`src/rtl/intc_pkg.sv`:
```
// Package: shared definitions for the nested interrupt controller.
// Holds the host register map and the command bit positions.
package intc_pkg;

    // Host register select encoding; the slot numbers are what software writes.
    typedef enum logic [1:0] {
        REG_MASK = 2'd0,
        REG_BASE = 2'd1,
        REG_CMD  = 2'd2,
        REG_NONE = 2'd3
    } intc_reg_e;

    // Bit of the command word that requests a non-specific end-of-interrupt.
    localparam int CMD_EOI_BIT = 0;

endpackage

```
`src/rtl/intc_edge_sync.sv`:
```
// Module: intc_edge_sync
// Brings N asynchronous request lines into the clock domain with two
// flip-flops each and flags one-cycle pulses on rising edges.
// Assumes each line stays stable for at least two clocks per level.
module intc_edge_sync #(
    parameter int N = 8
) (
    input  logic         clk,
    input  logic         rst_n,
    input  logic [N-1:0] line_i,
    output logic [N-1:0] rise_o
);

    logic [N-1:0] meta_q;
    logic [N-1:0] sync_q;
    logic [N-1:0] prev_q;

    // Two-stage synchronizer plus the previous sample for edge detection.
    always_ff @(posedge clk) begin
        if (!rst_n) begin
            meta_q <= '0;
            sync_q <= '0;
            prev_q <= '0;
        end else begin
            meta_q <= line_i;
            sync_q <= meta_q;
            prev_q <= sync_q;
        end
    end

    genvar g;
    generate
        for (g = 0; g < N; g++) begin : g_line
            // Rising edge: synchronized level high, previous sample low.
            assign rise_o[g] = sync_q[g] & ~prev_q[g];

            AST_EDGE_SINGLE: assert property (@(posedge clk) disable iff (!rst_n)
                rise_o[g] |=> !rise_o[g]);
        end
    endgenerate

endmodule

```
`src/rtl/intc_host_regs.sv`:
```
// Module: intc_host_regs
// Decodes host writes into the mask register, the vector base and a
// one-cycle end-of-interrupt pulse. The mask resets to all lines masked.
module intc_host_regs
    import intc_pkg::*;
#(
    parameter int N      = 8,
    parameter int DATAW  = 8,
    parameter int BASEW  = 5
) (
    input  logic             clk,
    input  logic             rst_n,
    input  logic             wr_i,
    input  logic [1:0]       addr_i,
    input  logic [DATAW-1:0] wdata_i,
    output logic [N-1:0]     mask_o,
    output logic [BASEW-1:0] base_o,
    output logic             eoi_o
);

    intc_reg_e sel;
    logic [N-1:0]     mask_q;
    logic [BASEW-1:0] base_q;

    // Interpret the address as a register slot.
    assign sel = intc_reg_e'(addr_i);

    // Mask and base registers, written by the host.
    always_ff @(posedge clk) begin
        if (!rst_n) begin
            mask_q <= '1;
            base_q <= '0;
        end else if (wr_i) begin
            if (sel == REG_MASK) mask_q <= wdata_i[N-1:0];
            if (sel == REG_BASE) base_q <= wdata_i[BASEW-1:0];
        end
    end

    // End-of-interrupt command decode, valid in the write cycle.
    always_comb begin
        eoi_o = wr_i && (sel == REG_CMD) && wdata_i[CMD_EOI_BIT];
    end

    assign mask_o = mask_q;
    assign base_o = base_q;

endmodule

```
`src/rtl/intc_arbiter.sv`:
```
// Module: intc_arbiter
// Combinational fixed-priority resolver (index 0 highest). Finds the best
// unmasked pending line and the top in-service level, and decides whether
// the pending line may interrupt. Assumes registered inputs.
module intc_arbiter #(
    parameter int N    = 8,
    parameter int IDXW = 3
) (
    input  logic [N-1:0]    pend_i,
    input  logic [N-1:0]    mask_i,
    input  logic [N-1:0]    insvc_i,
    output logic            irq_o,
    output logic [IDXW-1:0] grant_idx_o,
    output logic [N-1:0]    grant_oh_o,
    output logic [N-1:0]    top_insvc_oh_o
);

    logic [N-1:0]    elig;
    logic [IDXW-1:0] best_idx;
    logic            best_vld;
    logic [IDXW-1:0] top_idx;
    logic            top_vld;

    // Mask applies to the latched requests, not to their capture.
    assign elig = pend_i & ~mask_i;

    // Lowest set index of the eligible vector.
    always_comb begin
        best_idx = '0;
        best_vld = 1'b0;
        for (int i = N - 1; i >= 0; i--) begin
            if (elig[i]) begin
                best_idx = IDXW'(i);
                best_vld = 1'b1;
            end
        end
    end

    // Lowest set index of the in-service vector.
    always_comb begin
        top_idx = '0;
        top_vld = 1'b0;
        for (int i = N - 1; i >= 0; i--) begin
            if (insvc_i[i]) begin
                top_idx = IDXW'(i);
                top_vld = 1'b1;
            end
        end
    end

    // Interrupt only when the best request outranks everything in service.
    always_comb begin
        irq_o = best_vld && (!top_vld || (best_idx < top_idx));
    end

    // One-hot forms used by the register update in the top level.
    always_comb begin
        grant_oh_o     = '0;
        top_insvc_oh_o = '0;
        if (best_vld) grant_oh_o[best_idx]    = 1'b1;
        if (top_vld)  top_insvc_oh_o[top_idx] = 1'b1;
    end

    assign grant_idx_o = best_idx;

endmodule

```
`src/rtl/nest_intc.sv`:
```
// Module: nest_intc (top)
// Eight-line fully nested interrupt controller with fixed priority and
// host-issued non-specific end-of-interrupt. Holds the pending and
// in-service registers and the vector output. Assumes ack is a one-cycle strobe.
module nest_intc #(
    parameter int NLINES = 8,
    parameter int VECW   = 8,
    parameter int DATAW  = 8
) (
    input  logic              clk,
    input  logic              rst_n,
    input  logic [NLINES-1:0] req_in,
    input  logic              host_wr,
    input  logic [1:0]        host_addr,
    input  logic [DATAW-1:0]  host_wdata,
    input  logic              ack,
    output logic              irq_out,
    output logic [VECW-1:0]   vec_out,
    output logic              vec_valid
);

    localparam int IDXW  = $clog2(NLINES);
    localparam int BASEW = VECW - IDXW;

    logic [NLINES-1:0] rise;
    logic [NLINES-1:0] mask;
    logic [BASEW-1:0]  base;
    logic              eoi;
    logic              irq;
    logic [IDXW-1:0]   grant_idx;
    logic [NLINES-1:0] grant_oh;
    logic [NLINES-1:0] top_oh;
    logic [NLINES-1:0] pend_q;
    logic [NLINES-1:0] insvc_q;
    logic [VECW-1:0]   vec_q;
    logic              vec_vld_q;
    logic              take;

    intc_edge_sync #(.N(NLINES)) u_sync (
        .clk    (clk),
        .rst_n  (rst_n),
        .line_i (req_in),
        .rise_o (rise)
    );

    intc_host_regs #(.N(NLINES), .DATAW(DATAW), .BASEW(BASEW)) u_host (
        .clk     (clk),
        .rst_n   (rst_n),
        .wr_i    (host_wr),
        .addr_i  (host_addr),
        .wdata_i (host_wdata),
        .mask_o  (mask),
        .base_o  (base),
        .eoi_o   (eoi)
    );

    intc_arbiter #(.N(NLINES), .IDXW(IDXW)) u_arb (
        .pend_i         (pend_q),
        .mask_i         (mask),
        .insvc_i        (insvc_q),
        .irq_o          (irq),
        .grant_idx_o    (grant_idx),
        .grant_oh_o     (grant_oh),
        .top_insvc_oh_o (top_oh)
    );

    // An acknowledge only transfers a request when one is eligible.
    assign take = ack && irq;

    // Pending register: new edges set, a granted line clears.
    always_ff @(posedge clk) begin
        if (!rst_n) pend_q <= '0;
        else        pend_q <= (pend_q & ~(take ? grant_oh : '0)) | rise;
    end

    // In-service register: grant sets, end-of-interrupt clears the top level.
    always_ff @(posedge clk) begin
        if (!rst_n) insvc_q <= '0;
        else        insvc_q <= (insvc_q & ~(eoi ? top_oh : '0)) | (take ? grant_oh : '0);
    end

    // Vector register: base plus granted index, or the lowest line when idle.
    always_ff @(posedge clk) begin
        if (!rst_n) begin
            vec_q     <= '0;
            vec_vld_q <= 1'b0;
        end else begin
            vec_vld_q <= ack;
            if (ack) vec_q <= {base, (irq ? grant_idx : IDXW'(NLINES - 1))};
        end
    end

    assign irq_out   = irq;
    assign vec_out   = vec_q;
    assign vec_valid = vec_vld_q;

    AST_IRQ_HOLD: assert property (@(posedge clk) disable iff (!rst_n)
        (irq_out && !ack && !host_wr) |=> irq_out);

    AST_IRQ_SOURCE: assert property (@(posedge clk) disable iff (!rst_n)
        irq_out |-> ((pend_q & ~mask) != '0));

    AST_VEC_STROBE: assert property (@(posedge clk) disable iff (!rst_n)
        ack |=> vec_valid);

    AST_GRANT_ADDS_ONE: assert property (@(posedge clk) disable iff (!rst_n)
        (ack && irq_out && !eoi) |=> ($countones(insvc_q) == $countones($past(insvc_q)) + 1));

    AST_EOI_RETIRES_ONE: assert property (@(posedge clk) disable iff (!rst_n)
        (eoi && !ack && (insvc_q != '0)) |=> ($countones(insvc_q) == $countones($past(insvc_q)) - 1));

    AST_IDLE_ACK_KEEPS: assert property (@(posedge clk) disable iff (!rst_n)
        (ack && !irq_out && !eoi) |=> (insvc_q == $past(insvc_q)));

endmodule

```
`config.mk`:
```
export PLATFORM = sky130hd
export DESIGN_NAME = nest_intc
export DESIGN_NICKNAME = d
export VERILOG_FILES = /design/src/rtl/intc_pkg.sv /design/src/rtl/intc_edge_sync.sv /design/src/rtl/intc_host_regs.sv /design/src/rtl/intc_arbiter.sv /design/src/rtl/nest_intc.sv
export SDC_FILE = /design/constraint.sdc
export NUM_CORES = 1
export LEC_CHECK = 0
export CAP_MARGIN = 20
export CORE_MARGIN = 3
export CORE_UTILIZATION = 40
export DETAILED_ROUTE_END_ITERATION = 16
export SLEW_MARGIN = 10
export SYNTH_ARGS = -nofsm -noshare
export SYNTH_HDL_FRONTEND = slang
export SYNTH_HIERARCHICAL = 1
export SYNTH_SLANG_ARGS = --single-unit
```
`constraint.sdc`:
```
create_clock -name clk -period 2.7 [get_ports clk]
set_clock_uncertainty 0.15 [all_clocks]
set_input_delay 0.27 -clock clk [delete_from_list [all_inputs] [get_ports clk]]
set_output_delay 0.27 -clock clk [all_outputs]
set_load 0.1 [all_outputs]
```
## After elaboration in Yosys (flattened, before gate mapping)

Cells that the tools add are included.
Widths: inputs -> output; s select.

| word-level totals | value |
|---|---|
| memories kept | 0 |
| memory bits (writable) | 0 |
| word-level logic and storage cells | 92 |
| bits in registers | 62 |
| bits in read-only memories | 0 |
| bits in latches | 0 |

| operators by class | value |
|---|---|
| reduce and logical (&&, ||, !) cells | 11 |
| $mul | 0 |
| div/mod/pow operators | 0 |
| muxes and demuxes | 41 |
| bitwise operators | 24 |
| add/sub/neg operators | 0 |
| magnitude comparators | 5 |
| equal/unequal tests | 2 |
| shift-type cells | 0 |

Operators by type and width:

| cell | number |
|---|---|
| $mux 3 | 17 |
| $mux 8 | 4 |
| $and 8x8->8 | 3 |
| $not 8->8 | 3 |
| $mux 1 | 18 |
| $or 8x8->8 | 2 |
| $and 1x1->1 | 8 |
| $lt 3x4->1 const B | 2 |
| $not 1->1 | 8 |
| $demux 1 s3 | 2 |
| $ge 3x1->1 const B | 2 |
| $logic_and 1x1->1 | 6 |
| $reduce_and 2->1 | 2 |
| $lt 3x3->1 | 1 |
| $eq 2x1->1 const B | 1 |
| $eq 2x2->1 const B | 1 |
| $logic_not 2->1 | 1 |
| $logic_not 1->1 | 1 |
| $logic_or 1x1->1 | 1 |

## Depth between registers and ports, before layout

| logic depth | value |
|---|---|
| word-level depth | 19 |
| depth in mapped cells | 12 |
| mapped depth without buffers | 11 |

## Cells and area by module

Netlist, hierarchy kept.

Modules (own cells, without submodules):

| module | cells an instance | instances | area each (µm²) |
|---|---|---|---|
| nest_intc | 104 | 1 | 969.7 |
| intc_edge_sync | 58 | 1 | 714.4 |
| intc_host_regs | 61 | 1 | 595.6 |
| intc_arbiter | 68 | 1 | 446.7 |

## Worst setup path after synthesis

No wires, ideal clock.

| timing path | value |
|---|---|
| path kind | reg-to-reg |
| start | register pend_q[5] |
| end | register pend_q[3] |
| cell stages (with the launch flop) | 13 |
| slack | -2.277 ns |
| data arrival time | 4.691 ns |
| clock period less this slack | 4.977 ns |
| path buffers | 1 |
| library setup time | 0.137 ns |
| path through | dfxtp_1 nor2b_1 or2b_2 nor2_1 nor2_1 ha_1 a21oi_1 a32oi_1 nor3b_1 a211oi_1 and2_1 buf_2 a31oi_1 |

RTL lines:

| item | RTL line | text |
|---|---|---|
| start: declaration | nest_intc.sv:33 | `logic [NLINES-1:0] pend_q;` |
| start signal: assignment | nest_intc.sv:73 | `else pend_q <= (pend_q & ~(take ? grant_oh : '0)) \| rise;` |
| $and 8x8->8 | intc_arbiter.sv:25 | `assign elig = pend_i & ~mask_i;` |
| $mux 3 (6 in series) | intc_arbiter.sv:32 | `if (elig[i]) begin` |
| net grant_idx[2] | nest_intc.sv:30 | `logic [IDXW-1:0] grant_idx;` |
| $lt 3x3->1 | intc_arbiter.sv:53 | `irq_o = best_vld && (!top_vld \|\| (best_idx < top_idx));` |
| $logic_or 1x1->1 | intc_arbiter.sv:53 |  |
| $logic_and 1x1->1 | intc_arbiter.sv:53 |  |
| net irq_out | nest_intc.sv:17 | `output logic irq_out,` |
| $logic_and 1x1->1 | nest_intc.sv:68 | `assign take = ack && irq;` |
| $mux 8 | nest_intc.sv:73 |  |
| $not 8->8 | nest_intc.sv:73 |  |
| $and 8x8->8 | nest_intc.sv:73 |  |
| $or 8x8->8 | nest_intc.sv:73 |  |

The timed path passes the listed nets, and every way through them passes these cells.
A chain may end at the register's enable or synchronous reset.

## Worst setup path in the final report

| timing path | value |
|---|---|
| start | register u_host.mask_q[4] (netlist: u_host/mask_o[4]) |
| end | output port irq_out |

| between the ends | value |
|---|---|
| longest elaborated chain between the ends | 10 |

RTL lines:

| item | RTL line | text |
|---|---|---|
| start: declaration | intc_host_regs.sv:22 | `logic [N-1:0] mask_q;` |
| start signal: assignment | intc_host_regs.sv:34 | `if (sel == REG_MASK) mask_q <= wdata_i[N-1:0];` |
| $not 8->8 | intc_arbiter.sv:25 |  |
| $and 8x8->8 | intc_arbiter.sv:25 |  |
| $mux 3 (5 in series) | intc_arbiter.sv:32 |  |
| net grant_idx[2] | nest_intc.sv:30 |  |
| $lt 3x3->1 | intc_arbiter.sv:53 |  |
| $logic_or 1x1->1 | intc_arbiter.sv:53 |  |
| $logic_and 1x1->1 | intc_arbiter.sv:53 |  |
| end: declaration | nest_intc.sv:17 |  |

The timed path passes the listed nets, and every way through them passes these cells.

==> results.json <==
{
  "power_frac_seq_pct": 49.8,
  "synth.avg_cell_area_um2": 9.37,
  "finalWirelength_um": 5620,
  "p_switching_uw": 510,
  "cts_tree": "done",
  "synthToLayoutAreaGrowth_pct": 24.8,
  "layout.nets": 357,
  "start_util_pct": 42.0,
  "gr-total-overflow": 0,
  "fin_crit_ns": 2.88,
  "synthCells": 291,
  "finalHoldViolCount": 0,
  "core_um2": 6490,
  "critPathLaunchType": "flip-flop",
  "max_freq_mhz": 347,
  "num_vias": 2090,
  "status": "finished with violations",
  "numPortBuffers": 31,
  "finalCritPeriodShare_pct": 107,
  "path_class": "reg -> out",
  "crit_path_end_kind": "output pin",
  "postRouteAntennaNets": 0,
  "syn-num-nets": 315,
  "slew_violations": 0,
  "drive_gt1_share_pct": 21.7,
  "final_common_cell": "dfxtp_1",
  "remaining_drc_errors": 0,
  "r2r_cells": 13,
  "cts_buffers": 9,
  "firstDrtPassIters": 4,
  "htreeDepth": 3,
  "ir_drop_v": 0.000359,
  "worstMarginPinSlew_ns": 0.635,
  "finalSetupViolCount": 1,
  "die_x_um": 88.6,
  "cp.arrival_ns": 2.46,
  "slew_headroom_pct": 57.3,
  "cp_max_fo": 3,
  "globalplace.congestion": 0.803,
  "drv_cap": 0,
  "die_area_um2": 7840,
  "clk_latency_ns": 0.34,
  "grt_max_degree": 39,
  "vias_per_cell": 5.05,
  "setup_slack_ns": -0.179,
  "yosysUniqueCellTypes": 47,
  "fill_cells": 583,
  "die_h_um": 88.6,
  "ys_ff_latch": 62,
  "antenna_found_initial": 0,
  "drt_iter0_markers": 89,
  "clock_path_buffers": 2,
  "dp_hpwl_um": 3950,
  "clkTransAtPathRegs_ns": 0.07,
  "violations": "setup timing",
  "grt_use_total_pct": 16.0,
  "row_count": 29,
  "leakagePower_nw": 1.41,
  "clockRootBuffer": "clkbuf_8",
  "min_path_cells": 2,
  "n_antenna_cell": 0,
  "hold_class": "in -> reg",
  "ys_warn_count": 6,
  "most-common-layout-cells": "dfxtp_1 (60), nand2_1 (31), and2_1 (25)",
  "p_int_mw": 1.43,
  "swShare_pct": 26.3,
  "finalPower_mw": 1.94,
  "rsz0062_at_grt": "yes",
  "syn_area_um2": 2730,
  "wl_per_cell_um": 13.6,
  "grt_pass1_vias": 1987,
  "clockPowerShare_pct": 38.6,
  "grt_pass1_wl_um": 9450,
  "tritoncts_num_sinks": 62,
  "ios": 32,
  "pwr-share-comb_pct": 11.6,
  "preCtsSetupSlack_ns": 0.0311,
  "critPathRequiredTime_ns": 2.28,
  "p_per_area_nw_per_um2": 570,
  "yosysSeqAreaShare_pct": 45.5
}
-- metal layers --
metal	vias up	track usage [%]	wire length [um]
li1	1075	-	-
met1	973	21.3	2780
met2	36	24.1	2560
met3	6	6.42	226
met4	0	4.53	48
met5	-	0	0
-- power groups by stage --
| stage | combinational, mW | clock (mW) | sequential, mW |
|---|---|---|---|
| floorplan | 0.113 | 0 | 1.03 |
| CTS | 0.225 | 0.779 | 0.966 |
| detailed placement | 0.222 | 0 | 0.987 |
| finish | 0.225 | 0.748 | 0.966 |
| global route | 0.244 | 0.816 | 0.970 |
| global placement | 0.221 | 0 | 0.986 |
-- Yosys cell counts, drive strengths merged --
master | instances | share of area, %
dfxtp | 62 | 46
nor4 | 2 | 1.0
nand4bb | 8 | 3.3
nand4 | 1 | 0.23
nor3b | 2 | 0.96
nand2b | 6 | 1.7
a311oi | 1 | 0.96
nor3 | 5 | 0.92
ha | 2 | 0.92
and2 | 36 | 8.7
o31ai | 1 | 0.28
nand2 | 32 | 4.7
and4b | 1 | 0.37
or2 | 1 | 0.23
and4 | 1 | 0.32
and3b | 1 | 0.32
o221a | 2 | 0.83
o221ai | 1 | 0.32
mux2i | 10 | 3.7
a211oi | 1 | 0.28
o41ai | 1 | 0.32
nand3 | 1 | 0.18
a31oi | 9 | 2.1
o21ai | 11 | 2.0
a21oi | 2 | 0.37
o22ai | 9 | 2.3
o211ai | 9 | 2.7
or2b | 2 | 0.64
o21bai | 1 | 0.28
o21a | 1 | 0.28
inv | 20 | 2.8
clkbuf | 1 | 0.14
nor2b | 19 | 4.4
buf | 13 | 3.6
and2b | 1 | 0.28
nor2 | 14 | 1.9
a32oi | 1 | 0.32
-- area by class of cell --
type,count,area [um^2],share of cell area (%)
clock inverters,4,31.3,0.919
clock buffers,11,151,4.45
multi-input cells,195,1380,40.5
well taps,77,96.3,2.83
repair buffers,45,427,12.5
inverters,20,75.1,2.21
flip-flops and latches,62,1240,36.5
-- path summary, 6_finish.rpt --
kind | endpoint | start | slack (ns)
max | irq_out | u_host/mask_o[4] | -0.18
min reg2reg | u_sync/sync_q[4] | u_sync/meta_q[4] | 0.29
max reg2reg | pend_q[3] | u_host/mask_o[4] | 0.09
min | u_host/mask_o[4] | rst_n | 0.28
-- critical path, cell delays in order (launching register included) --
cell and delay (ns):
dfxtp_2 0.33, nand2b_4 0.12, or2b_4 0.27, nor2_2 0.07, nor2_1 0.05, ha_1 0.32, a21oi_2 0.19, a32oi_2 0.09
buf_4 0.16, a211oi_4 0.22, buf_6 0.14, buf_12 0.16
-- registers in the layout (all words and copies together) (netlist names) --
signal / count
u_sync/meta_q: 8
u_host/base_o: 5
vec_valid: 1
pend_q: 8
vec_out: 8
u_sync/sync_q: 8
u_sync/prev_q: 8
u_host/mask_o: 8
insvc_q: 8
-- repair_timing --
| item | in CTS | in global routing |
|---|---|---|
| setup buffers | 1 | 1 |
| pin swaps | 4 | 4 |
| hold buffers | 0 | 0 |
| endpoints found under the setup margin | 1 | 11 |
| resized for setup | 3 | 3 |
-- kinds of logic (layout without fill, tap and decap cells) --
| family | Yosys count | after routing | synth area share [%] |
|---|---|---|---|
| AOI/OAI and AO/OA | 50 | 50 | 13.3 |
| buffers and inverters | 34 | 80 | 6.52 |
| muxes | 10 | 10 | 3.67 |
| DFF | 62 | 62 | 45.5 |
| and+or+nand+nor | 133 | 133 | 30.1 |
| adders and majority gates | 2 | 2 | 0.918 |
-- metrics by stage --
stage / instances / utilization, % / hold WS, ns / cell area [um^2] / TNS, ns
final: 414 / 52.4 / 0.281 / 3400 / -0.179
after global routing: 414 / 52.4 / 0.296 / 3400 / -0.427
after CTS: 413 / 52.2 / 0.272 / 3390 / -0.296
after detailed placement: 397 / 49.1 / 0.272 / 3190 / 0
after global placement: 397 / 49.1 / 0.268 / 3190 / 0
after floorplan: 291 / - / 0.247 / 2790 / -7.90
(Power assumes the default switching activity.)
